## config.mk

```make
export PLATFORM = sky130hd
export DESIGN_NAME = otp_fuse_regif
export DESIGN_NICKNAME = d
export VERILOG_FILES = /design/src/rtl/otp_regif_pkg.sv /design/src/rtl/otp_regif_decode.sv /design/src/rtl/otp_regif_ctrl_bank.sv /design/src/rtl/otp_regif_fuse_rom.sv /design/src/rtl/otp_fuse_regif.sv
export SDC_FILE = /design/constraint.sdc
export NUM_CORES = 1
export LEC_CHECK = 0
export BUFFER_PORTS_ARGS = -buffer_cell sky130_fd_sc_hd__buf_4
export CORE_MARGIN = 5
export CORE_UTILIZATION = 40
export DETAILED_ROUTE_END_ITERATION = 12
export GPL_ROUTABILITY_DRIVEN = 0
export HOLD_SLACK_MARGIN = 0.12
export PLACE_DENSITY = 0.64
export SYNTH_ARGS = -nofsm -noshare
export SYNTH_HDL_FRONTEND = slang
export SYNTH_SLANG_ARGS = --single-unit
```

## constraint.sdc

```tcl
create_clock -name clk -period 2.6 [get_ports clk]
set_input_delay 0.78 -clock clk [delete_from_list [all_inputs] [get_ports clk]]
set_output_delay 0.78 -clock clk [all_outputs]
set_load 0.02 [all_outputs]
```

## src/rtl/otp_regif_pkg.sv

```systemverilog
package otp_regif_pkg;

    localparam int unsigned WORD_W    = 32;
    localparam int unsigned NUM_SLOTS = 15;
    localparam logic [1:0]  SIZE_WORD = 2'b10;
    localparam logic [WORD_W-1:0] DOUT_CLOSED = 32'h0000_00FF;

    // Slot order fixes the byte offset (slot * 4).
    typedef enum logic [3:0] {
        SLOT_ADDR      = 4'd0,
        SLOT_ADDR_IO   = 4'd1,
        SLOT_ADDR_STB  = 4'd2,
        SLOT_CHIP_EN   = 4'd3,
        SLOT_CLOCK     = 4'd4,
        SLOT_DIN       = 4'd5,
        SLOT_DOUT      = 4'd6,
        SLOT_DSTB      = 4'd7,
        SLOT_PROG      = 4'd8,
        SLOT_TEST_CTL  = 4'd9,
        SLOT_TEST_MODE = 4'd10,
        SLOT_TEST_REP  = 4'd11,
        SLOT_TEST_READ = 4'd12,
        SLOT_TRIM      = 4'd13,
        SLOT_WR_EN     = 4'd14
    } slot_e;

    typedef struct packed {
        logic  mapped;
        logic  size_ok;
        slot_e slot;
    } decode_t;

    function automatic logic gate_open(input logic ce, input logic ds, input logic tr);
        return ce & ds & tr;
    endfunction

endpackage

```

## src/rtl/otp_regif_decode.sv

```systemverilog
module otp_regif_decode
    import otp_regif_pkg::*;
#(
    parameter int unsigned ADDR_W = 8
) (
    input  logic [ADDR_W-1:0] addr,
    input  logic [1:0]        size,
    output decode_t           dec
);
    localparam int unsigned IDX_W = ADDR_W - 2;

    logic [IDX_W-1:0] word_idx;

    assign word_idx    = addr[ADDR_W-1:2];
    assign dec.mapped  = (addr[1:0] == 2'b00) && (word_idx < IDX_W'(NUM_SLOTS));
    assign dec.size_ok = (size == SIZE_WORD);
    assign dec.slot    = slot_e'(word_idx[3:0]);
endmodule

```

## src/rtl/otp_regif_ctrl_bank.sv

```systemverilog
module otp_regif_ctrl_bank
    import otp_regif_pkg::*;
#(
    parameter int unsigned FUSE_AW = 10
) (
    input  logic                              clk,
    input  logic                              rst,
    input  logic                              wr_stb,
    input  slot_e                             wr_slot,
    input  logic [WORD_W-1:0]                 wdata,
    output logic [NUM_SLOTS-1:0][WORD_W-1:0]  regs
);
    localparam int unsigned PAD_W = WORD_W - FUSE_AW;

    for (genvar g = 0; g < NUM_SLOTS; g++) begin : g_slot
        if (g == int'(SLOT_DOUT)) begin : g_ro
            // Data-out has no storage; its read value comes from the fuse path.
            assign regs[g] = '0;
        end else if (g == int'(SLOT_ADDR)) begin : g_masked
            always_ff @(posedge clk) begin
                if (rst)
                    regs[g] <= '0;
                else if (wr_stb && (wr_slot == slot_e'(g)))
                    regs[g] <= {{PAD_W{1'b0}}, wdata[FUSE_AW-1:0]};
            end
        end else begin : g_plain
            always_ff @(posedge clk) begin
                if (rst)
                    regs[g] <= '0;
                else if (wr_stb && (wr_slot == slot_e'(g)))
                    regs[g] <= wdata;
            end
        end
    end
endmodule

```

## src/rtl/otp_regif_fuse_rom.sv

```systemverilog
module otp_regif_fuse_rom
    import otp_regif_pkg::*;
#(
    parameter int unsigned       FUSE_AW     = 10,
    parameter int unsigned       SERIAL_ADDR = 252,
    parameter logic [WORD_W-1:0] SERIAL      = 32'hA5C3_0F12
) (
    input  logic [FUSE_AW-1:0] idx,
    output logic [WORD_W-1:0]  word
);
    localparam logic [FUSE_AW-1:0] SER_LO = FUSE_AW'(SERIAL_ADDR);
    localparam logic [FUSE_AW-1:0] SER_HI = FUSE_AW'(SERIAL_ADDR + 1);

    // Fuse contents never change after reset, so they are computed, not stored.
    always_comb begin
        if (idx == SER_LO)
            word = SERIAL;
        else if (idx == SER_HI)
            word = ~SERIAL;
        else
            word = '1;
    end
endmodule

```

## src/rtl/otp_fuse_regif.sv

```systemverilog
module otp_fuse_regif
    import otp_regif_pkg::*;
#(
    parameter int unsigned       ADDR_W      = 8,
    parameter int unsigned       FUSE_WORDS  = 1024,
    parameter int unsigned       SERIAL_ADDR = 252,
    parameter logic [WORD_W-1:0] SERIAL      = 32'hA5C3_0F12
) (
    input  logic              clk,
    input  logic              rst,
    input  logic [ADDR_W-1:0] bus_addr,
    input  logic [1:0]        bus_size,
    input  logic              bus_wr,
    input  logic [31:0]       bus_wdata,
    input  logic              bus_rd,
    output logic [31:0]       bus_rdata,
    output logic              bus_err
);
    localparam int unsigned FUSE_AW = $clog2(FUSE_WORDS);

    decode_t                            dec;
    logic                               access_ok;
    logic [NUM_SLOTS-1:0][WORD_W-1:0]   ctrl_regs;
    logic [WORD_W-1:0]                  fuse_word;
    logic [WORD_W-1:0]                  rd_word;
    logic                               gate_ce, gate_ds, gate_tr;

    otp_regif_decode #(.ADDR_W(ADDR_W)) u_decode (
        .addr (bus_addr),
        .size (bus_size),
        .dec  (dec)
    );

    assign access_ok = dec.mapped && dec.size_ok;

    otp_regif_ctrl_bank #(.FUSE_AW(FUSE_AW)) u_bank (
        .clk     (clk),
        .rst     (rst),
        .wr_stb  (bus_wr && access_ok),
        .wr_slot (dec.slot),
        .wdata   (bus_wdata),
        .regs    (ctrl_regs)
    );

    otp_regif_fuse_rom #(
        .FUSE_AW     (FUSE_AW),
        .SERIAL_ADDR (SERIAL_ADDR),
        .SERIAL      (SERIAL)
    ) u_rom (
        .idx  (ctrl_regs[SLOT_ADDR][FUSE_AW-1:0]),
        .word (fuse_word)
    );

    assign gate_ce = ctrl_regs[SLOT_CHIP_EN][0];
    assign gate_ds = ctrl_regs[SLOT_DSTB][0];
    assign gate_tr = ctrl_regs[SLOT_TRIM][0];

    always_comb begin
        if (dec.slot == SLOT_DOUT)
            rd_word = gate_open(gate_ce, gate_ds, gate_tr) ? fuse_word : DOUT_CLOSED;
        else
            rd_word = ctrl_regs[dec.slot];
    end

    always_ff @(posedge clk) begin
        if (rst) begin
            bus_rdata <= '0;
            bus_err   <= 1'b0;
        end else begin
            bus_rdata <= (bus_rd && access_ok) ? rd_word : '0;
            bus_err   <= (bus_rd || bus_wr) && !access_ok;
        end
    end
endmodule

```

==> results.md <==
- Slew @ Worst Pin: 766 ps
- Max stage delay on crit path: 600 ps
- Crit path buffers/inverters: 2
- Yosys top cell by area: dfxtp_1
- Clock transition at path regs: 60 ps
- Initial antenna violation count: 3
- Routed Antenna Nets: 0
- WP data arrival: 2520 ps
- Routed len/inst: 20.5 µm
- Worst min-delay path category: flip-flop to flip-flop
- Placed cell count: 2,639
- Initial Utilization: 0.404
- Tot Pwr: 14.3 mW
- Hold path startpoint: u_bank.regs[93]$_SDFFE_PP0P_
- Core area: 0.0490 mm²
- Hold-fix buffers, CTS: 0
- Max Cap Viol: 0
- Ordered list of cells on the worst path: buf_4, or4_4, nor4_4, o211ai_1, buf_4, o311ai_1
- R2r setup slk: 940 ps
- Post-layout min period: 2070 ps
- CTS root buffer: clkbuf_16
- CP Class: input port to flip-flop
- Cell Area, Synth: 0.0198 mm²
- Die height: 232 µm
- EDFF count, synth: 0
- Synth Register Bits: 459
- Final core utilization: 0.464
- Fraction of layout cells with a size suffix above 1: 0.123
- Worst setup EP type: flip-flop
- Initial DRC Count: 1,304
- Final wirelength: 55,900 µm
- Clock skew: 9.57 ps
- VDD IR max: 0.584 mV
- CTS tree: built
- Drt first pass iters: 6
- Gates resized, CTS repair: 0
- Gate Count Post-Synth: 2,027
- Final setup TNS: 0 ps
- DR vias/cell: 5.54
- Die ar.: 0.0540 mm²
- Ports: 79
- Congestion Overflow GR: 0
- All-Layer GR Usage: 0.202
- Top Family by Delay on Critical Path: simple AND/OR/NAND/NOR gates
- Number of buffers added on ports: 78
- Die width: 232 µm
- Synth cell types: 43
- Clk_lat worst skew: 560 ps
- Slew HR: 0.489
- Status: finished clean
- CP max FO: 12
- Slowest-stage cell, CP: or4_4
- Synth top area cells: dfxtp_1 (46%), mux2i_1 (27%), nor2_1 (7.5%)
- Synth cell count leaders: mux2i_1 (542), dfxtp_1 (459), nor2_1 (398)
- Largest net degree at the start of global routing: 160
- Hold path endpoint: u_bank.regs[93]$_SDFFE_PP0P_
- Final hold violations: 0
- Drt drc: 0
- Non-Filler Instances: 2,721
- Num CTS Buffers: 46
- Clock buffer depth: 3
- Hold Crit Depth: 2
- Filler Cell Count: 4,608
- Final nets: 2,069
- Row cnt: 81
- Post-CTS setup buffer count: 0
- RSZ-0062 raised after global routing: false
- Via count: 15,061
- # H-tree levels: 2
- FF-to-FF End: bus_rdata[0]$_SDFF_PP0_
- Number of global-route vias before repair: 14,697
- Final setup vio count: 0
- Global-route wire length before repair: 86,600 µm
- Ys async rst share: 0
- Startpoint Class: input port
- F_max: 483 MHz
- Top FF cell, synth: dfxtp_1
- Seq/Total Area, Yosys: 0.464
- Data required, critical path: 3050 ps
- Syn Area/Cell: 9.77 µm²
- FF-to-FF Start: u_bank.regs[5]$_SDFFE_PP0P_
- Top-count cell post-synth: mux2i_1
- Ratio of total power to cell area: 630 mW/mm²
- R2R cell count: 5
- Synthesized Nets: 2,073
- Pleak: 11.5 nW
- Final HPWL DP: 34,100 µm
- Ys Warns: 0
- CTS Sinks: 459
- Final slew viol count: 0
- Area Overhead vs Synth: 14.7%
- Period utilisation layout: 0.797
- Cell mode on critical path: buf_4
- Area share of the largest cell type after synthesis: 0.464
[cell type report]
type	instances	area, µm²	share of cell area
clock buffers	66	1350	0.0593
well taps	664	831	0.0366
inverters	32	120	0.00529
flip-flops and latches	459	9190	0.405
diodes	2	5.00	0.000220
multi-input cells	1339	9670	0.426
repair buffers	145	1420	0.0624
clock inverters	14	128	0.00562
[registers in the layout, indices dropped and copies added (netlist names)]
| register | count |
|---|---|
| bus_err | 1 |
| u_bank.regs | 426 |
| bus_rdata | 32 |
[power by group]
group,internal (mW),switching (mW),total (mW)
Sequential,7.04,0.00214,7.04
Combinational,0.244,0.508,0.752
Clock,3.79,2.72,6.51
Total,11.1,3.23,14.3
[worst register-to-register path: stages (launching register included)]
cell,delay (ps)
dfxtp_1,370
and4b_1,300
nand3_1,170
o31ai_1,430
buf_4,210
nand3_1,70
[layer usage]
metal  vias up  track usage  part of all wire
li1       7069            -                 -
met1      7472        0.288              0.47
met2       434        0.321              0.45
met3        84       0.0328             0.056
met4         2       0.0498             0.021
met5         -            0           0.00020
[cells in the final DEF, fill, tap and decap left out, drive strengths merged, types with 2 or more instances in the layout]
master | netlist | routed
a22oi | 42 | 42
clkinv | 0 | 11
nand4 | 13 | 13
o311ai | 18 | 18
a221oi | 22 | 22
o211a | 18 | 18
nor2 | 398 | 398
mux2i | 542 | 542
nand2b | 2 | 2
a2bb2oi | 4 | 4
and2 | 2 | 2
and3b | 2 | 2
nor4b | 2 | 2
o211ai | 11 | 11
o221ai | 32 | 32
nor2b | 2 | 2
a21oi | 32 | 32
nand3 | 70 | 70
inv | 32 | 33
nand3b | 2 | 2
bufinv | 0 | 2
nand2 | 82 | 82
and3 | 2 | 2
nor3b | 2 | 2
dfxtp | 459 | 459
nand4b | 2 | 2
mux2 | 22 | 22
a211o | 4 | 4
buf | 70 | 145
diode | 0 | 2
clkbuf | 127 | 66
[per-stage QoR]
stage | instance area [µm²] | setup slack [ps] | hold WS, ps
finish | 22700 | 528 | 450
global route | 22700 | 456 | 470
CTS | 22700 | 539 | 451
detailed placement | 21200 | -37.3 | 442
global placement | 21200 | 41.0 | 436
floorplan | 19800 | 276 | 429
[worst max path at each step]
| stage | startpoint | end | slack (ps) | cells after the start |
|---|---|---|---|---|
| floorplan | bus_addr[1] | bus_rdata[14]$_SDFF_PP0_ | 280 | 6 |
| global placement | bus_addr[1] | bus_rdata[25]$_SDFF_PP0_ | 40 | 6 |
| detailed placement | bus_addr[1] | bus_rdata[21]$_SDFF_PP0_ | -40 | 6 |
| CTS | bus_addr[1] | bus_rdata[21]$_SDFF_PP0_ | 540 | 6 |
| global route | bus_addr[1] | bus_rdata[14]$_SDFF_PP0_ | 460 | 6 |
| finish | bus_addr[1] | bus_rdata[14]$_SDFF_PP0_ | 530 | 6 |
[logic make-up after synthesis]
group | share of synthesized area
buf+inv | 0.0482
compound gates | 0.0759
simple gates | 0.125
flops | 0.464
mux | 0.287
Power figures use the tool's default switching activity.
